`src/rtl/hz_pkg.sv`:
```
package hz_pkg;
    parameter int unsigned HZ_XLEN = 32;
    parameter int unsigned HZ_AW   = 5;
    localparam int unsigned HZ_NREG = 1 << HZ_AW;

    typedef logic [HZ_AW-1:0]   reg_t;
    typedef logic [HZ_XLEN-1:0] word_t;

    // operand source select
    typedef enum logic [1:0] {
        SEL_RF  = 2'b00,
        SEL_WB  = 2'b01,
        SEL_MEM = 2'b10
    } opsel_e;

    // what a later-stage instruction will produce
    typedef struct packed {
        reg_t dst;
        logic wr;
        logic ld;
    } prod_t;

    // true when producer p fills register src (register 0 never counts)
    function automatic logic prod_hits(prod_t p, reg_t src);
        return p.wr && (p.dst != '0) && (p.dst == src);
    endfunction
endpackage

```
`src/rtl/hz_regfile.sv`:
```
module hz_regfile
    import hz_pkg::*;
#(
    parameter int unsigned NRD = 2
) (
    input  logic  clk,
    input  logic  rst,
    input  logic  we,
    input  reg_t  waddr,
    input  word_t wdata,
    input  reg_t  raddr [NRD],
    output word_t rdata [NRD]
);
    word_t regs [HZ_NREG];

    always_ff @(posedge clk) begin
        if (rst) begin
            for (int i = 0; i < HZ_NREG; i++) regs[i] <= '0;
        end else if (we && waddr != '0) begin
            regs[waddr] <= wdata;
        end
    end

    // write-then-read: a same-cycle write is visible to the reader
    for (genvar g = 0; g < NRD; g++) begin : g_rd
        always_comb begin
            if (raddr[g] == '0)
                rdata[g] = '0;
            else if (we && waddr == raddr[g])
                rdata[g] = wdata;
            else
                rdata[g] = regs[raddr[g]];
        end
    end
endmodule

```
`src/rtl/hz_fwd_select.sv`:
```
module hz_fwd_select
    import hz_pkg::*;
(
    input  reg_t   src,
    input  prod_t  mem_p,
    input  prod_t  wb_p,
    output opsel_e sel
);
    always_comb begin
        if (prod_hits(mem_p, src) && !mem_p.ld)
            sel = SEL_MEM;
        else if (prod_hits(wb_p, src))
            sel = SEL_WB;
        else
            sel = SEL_RF;
    end
endmodule

```
`src/rtl/hz_load_interlock.sv`:
```
module hz_load_interlock
    import hz_pkg::*;
(
    input  reg_t  src1,
    input  reg_t  src2,
    input  prod_t exe_p,
    output logic  hold
);
    always_comb begin
        hold = exe_p.ld && (prod_hits(exe_p, src1) || prod_hits(exe_p, src2));
    end
endmodule

```
`src/rtl/hz_pipe_hazard.sv`:
```
module hz_pipe_hazard
    import hz_pkg::*;
(
    input  logic                 clk,
    input  logic                 rst,
    input  logic [HZ_AW-1:0]     dec_src1,
    input  logic [HZ_AW-1:0]     dec_src2,
    input  logic [HZ_AW-1:0]     exe_src1,
    input  logic [HZ_AW-1:0]     exe_src2,
    input  logic [HZ_AW-1:0]     exe_dst,
    input  logic                 exe_wr,
    input  logic                 exe_ld,
    input  logic [HZ_AW-1:0]     mem_dst,
    input  logic                 mem_wr,
    input  logic                 mem_ld,
    input  logic [HZ_AW-1:0]     wb_dst,
    input  logic                 wb_wr,
    input  logic [HZ_XLEN-1:0]   wb_val,
    output logic [HZ_XLEN-1:0]   dec_val1,
    output logic [HZ_XLEN-1:0]   dec_val2,
    output logic [1:0]           opa_sel,
    output logic [1:0]           opb_sel,
    output logic                 stall
);
    localparam int unsigned NOPND = 2;

    prod_t  exe_p, mem_p, wb_p;
    reg_t   rd_addr [NOPND];
    word_t  rd_data [NOPND];
    reg_t   ex_src  [NOPND];
    opsel_e ex_sel  [NOPND];

    assign exe_p = '{dst: exe_dst, wr: exe_wr, ld: exe_ld};
    assign mem_p = '{dst: mem_dst, wr: mem_wr, ld: mem_ld};
    assign wb_p  = '{dst: wb_dst,  wr: wb_wr,  ld: 1'b0};

    assign rd_addr[0] = dec_src1;
    assign rd_addr[1] = dec_src2;
    assign ex_src[0]  = exe_src1;
    assign ex_src[1]  = exe_src2;

    hz_regfile #(.NRD(NOPND)) u_rf (
        .clk   (clk),
        .rst   (rst),
        .we    (wb_wr),
        .waddr (wb_dst),
        .wdata (wb_val),
        .raddr (rd_addr),
        .rdata (rd_data)
    );

    for (genvar g = 0; g < NOPND; g++) begin : g_opnd
        hz_fwd_select u_sel (
            .src   (ex_src[g]),
            .mem_p (mem_p),
            .wb_p  (wb_p),
            .sel   (ex_sel[g])
        );
    end

    hz_load_interlock u_lock (
        .src1  (dec_src1),
        .src2  (dec_src2),
        .exe_p (exe_p),
        .hold  (stall)
    );

    assign dec_val1 = rd_data[0];
    assign dec_val2 = rd_data[1];
    assign opa_sel  = ex_sel[0];
    assign opb_sel  = ex_sel[1];
endmodule

```
`config.mk`:
```
export PLATFORM = sky130hd
export DESIGN_NAME = hz_pipe_hazard
export DESIGN_NICKNAME = d
export VERILOG_FILES = /design/src/rtl/hz_pkg.sv /design/src/rtl/hz_regfile.sv /design/src/rtl/hz_fwd_select.sv /design/src/rtl/hz_load_interlock.sv /design/src/rtl/hz_pipe_hazard.sv
export SDC_FILE = /design/constraint.sdc
export NUM_CORES = 2
export LEC_CHECK = 0
export ABC_CLOCK_PERIOD_IN_PS = 2000
export BUFFER_PORTS_ARGS = -buffer_cell sky130_fd_sc_hd__buf_4
export CORE_MARGIN = 1
export CORE_UTILIZATION = 56
export CTS_CLUSTER_SIZE = 30
export DETAILED_ROUTE_END_ITERATION = 7
export HOLD_SLACK_MARGIN = 0.1
export PLACE_DENSITY = 0.76
export SKIP_LAST_GASP = 1
export SLEW_MARGIN = 20
export SYNTH_ARGS = -nofsm -noshare
export SYNTH_HDL_FRONTEND = slang
export SYNTH_SLANG_ARGS = --single-unit
```
`constraint.sdc`:
```
create_clock -name clk -period 2 [get_ports clk]
set_input_delay 0.1 -clock clk [delete_from_list [all_inputs] [get_ports clk]]
set_output_delay 0.1 -clock clk [all_outputs]
set_load 0.02 [all_outputs]
```
==> impl_metrics.ini <==
[status]
status = finished with violations
violations = negative setup slack

[sta]
hold_viol_final = 0
rsz0062_at_grt = true
setup-violations-final = 64
slew_viol_final = 0
setup_ws_ns = -0.7034
max_freq_mhz = 369.9
post-route-period-util_pct = 135.2
min_period_ns = 2.703
worst_slew_pin_slew_ns = 1.007
max_slew_margin_pct = 32.57

[clocking]
clockBufferDepth = 3
clkTransAtPathRegs_ns = 0.06
cts_sinks = 1024
cts_made_buffers = 110
cts_max_level = 3
cts_root_buf = clkbuf_16
cts_tree = built

[setup_path]
cp.arrival_ns = 2.60
worst-setup-path-type = flop to output port
path_max_fanout = 2
worstPathRequired_ns = 1.90
crit_path_end_kind = output port
crit_path_start_kind = flop

[global_route]
grt_pass1_wl_mm = 287.1
grt_usage_pct = 41.18
grt_max_degree = 45
grt_pass1_vias = 40170
overflow = 0
antenna_found_initial = 16

[synthesis]
synth_top_area_cell = edfxtp_1
syn_inst = 3843
synth_cell_types = 60
synthArstFlopShare_pct = 0
synth_edf_count = 1024
synth_area_um2 = 55430
yosys-top-cells-area = edfxtp_1 (55%), mux4_2 (16%), and2_1 (11%), mux2i_1 (5.0%), a22oi_1 (2.2%)
synth.avg_cell_area_um2 = 14.42
ys_seq_area_share_pct = 55.47
synthMostInstantiatedCell = edfxtp_1
synth_warnings = 0
ys_ff_latch = 1024
ys.flop_type = edfxtp_1
yosys-top-cells-count = edfxtp_1 (1024), and2_1 (995), mux4_2 (397)
synth.top_cell.area_share_pct = 55.47

[die]
row_count = 115
die-area_um2 = 100300
start_util_pct = 56.41
die_y_um = 316.6
die_w_um = 316.6
ios = 143
core_area_um2 = 98280

[hold_path]
worstHoldStart = rst
whs_path_depth = 3
hold_path.class = input port to flop
whs_endpoint = u_rf.regs[21][15]

[finish]
fill_cells = 6295
largest_reg_flops = 1024
utilization_pct = 68.87
drive_gt1_share_pct = 33.07
nets = 4339
top_register = u_rf.regs
synthToLayoutAreaGrowth_pct = 22.09
reg.largest.list = u_rf.regs (1024)

[placement]
place_ws_ns = -0.4955
place.gp.congestion = 0.9576
hpwl_mm = 132.5
numPortBuffers = 142

[run]
drv_cap = 0

[power]
p_per_area_nw_per_um2 = 813.3
power_mw = 55.05
ir_worst_vdd_uv = 688.4
p_leak_nw = 24.62

[routing]
drt-initial-drc-count = 7288
ant_nets = 0
detail_route.vias_per_cell = 7.223
drt-pass1-iter-count = 7
drc_errors = 0
avgRoutedWirePerCell_um = 36.45
vias = 40860
wl_mm = 206.1
==> per-stage QoR <==
| stage | std cells | hold slack [ns] | instance area [um2] | setup TNS, ns |
|---|---|---|---|---|
| 2_1_floorplan | 3874 | 0.2982 | 55560 | 0 |
| 3_3_place_gp | 5396 | 0.5666 | 62520 | -21.40 |
| 3_5_place_dp | 5397 | 0.5679 | 62530 | -20.79 |
| 4_1_cts | 5631 | 0.1205 | 67360 | -33.44 |
| 5_1_grt | 5646 | 0.1526 | 67650 | -35.25 |
| 6_report | 5656 | 0.1659 | 67680 | -33.23 |
==> how the worst max path moves through the flow <==
stage                     startpoint            to  slack [ns]
finish              u_rf.regs[31][7]   dec_val1[7]       -0.70
floorplan                dec_src1[0]  dec_val1[11]        0.01
CTS                 u_rf.regs[31][1]   dec_val1[1]       -0.72
global placement         dec_src2[4]  dec_val2[30]       -0.56
global route        u_rf.regs[31][1]   dec_val1[1]       -0.79
detailed placement         wb_dst[1]  dec_val1[13]       -0.50
==> where the power goes <==
| group | leakage [nW] | switching [mW] | internal, mW | total [mW] |
|---|---|---|---|---|
| registers | 9.75 | 0.638 | 24.8 | 25.4 |
| logic | 13.1 | 4.72 | 3.90 | 8.62 |
| clock network | 1.78 | 8.81 | 12.2 | 21.0 |
| total | 24.6 | 14.2 | 40.9 | 55.0 |
==> worst max-delay path, cell delays in order (launching register included) <==
cell and delay, ns:
edfxtp_1 0.40, mux4_2 0.48, a22oi_1 0.20, nand2_1 0.13, and3_4 0.20, a221o_1 0.31, buf_4 0.18
==> kinds of logic (layout without fill, tap and decap cells) <==
family,after synthesis,in the layout,synth area share [%]
AO/OA/AOI/OAI,441,441,5.846
multiplexers,680,680,21.25
buffers and inverters,410,894,3.234
XOR/XNOR,40,40,0.6320
other,1,43,0.006765
flip-flops,1024,1024,55.47
AND/OR/NAND/NOR,1247,1247,13.56
==> layout make-up <==
class	instances	area (um2)	share of cell area, %
Multi-Input combinational cell	2440	24160	35.70
Tap cell	1287	1610	2.379
Antenna cell	11	27.53	0.04067
Timing Repair Buffer	687	7481	11.05
Clock buffer	138	2943	4.348
Clock inverter	67	696.9	1.030
Sequential cell	1024	30750	45.43
Inverter	2	7.507	0.01109
==> placed cells by master (no fill, tap or decap), types with 16 or more instances in the layout <==
| cell | count |
|---|---|
| or2_2 | 32 |
| xor2_1 | 24 |
| and2_1 | 995 |
| mux4_2 | 397 |
| buf_12 | 160 |
| a221o_1 | 20 |
| o21ai_0 | 17 |
| mux2i_1 | 266 |
| nor2_4 | 32 |
| clkbuf_1 | 24 |
| buf_4 | 434 |
| buf_6 | 57 |
| xnor2_1 | 16 |
| clkinv_2 | 19 |
| dlygate4sd3_1 | 32 |
| nand2_1 | 68 |
| nand3_1 | 30 |
| a22oi_2 | 54 |
| a21oi_1 | 45 |
| clkbuf_16 | 114 |
| o211ai_1 | 32 |
| clkinv_1 | 26 |
| edfxtp_1 | 1024 |
| conb_1 | 32 |
| a22oi_1 | 110 |
| a21oi_2 | 16 |
==> timing repair <==
action                     in CTS  in global routing
hold endpoints to repair      992                  0
setup buffers                  17                 16
setup endpoints to repair      64                 64
gates resized for setup       186                 39
pin swaps                     131                 66
hold buffers                   32                  0
==> per-layer routing <==
layer | track usage, % | wire [um]
met1 | 51.93 | 66110
met4 | 28.41 | 17030
met5 | 0 | 29
met2 | 61.29 | 90400
met3 | 12.59 | 32560
Note: power is estimated with default switching activity, not from simulation.
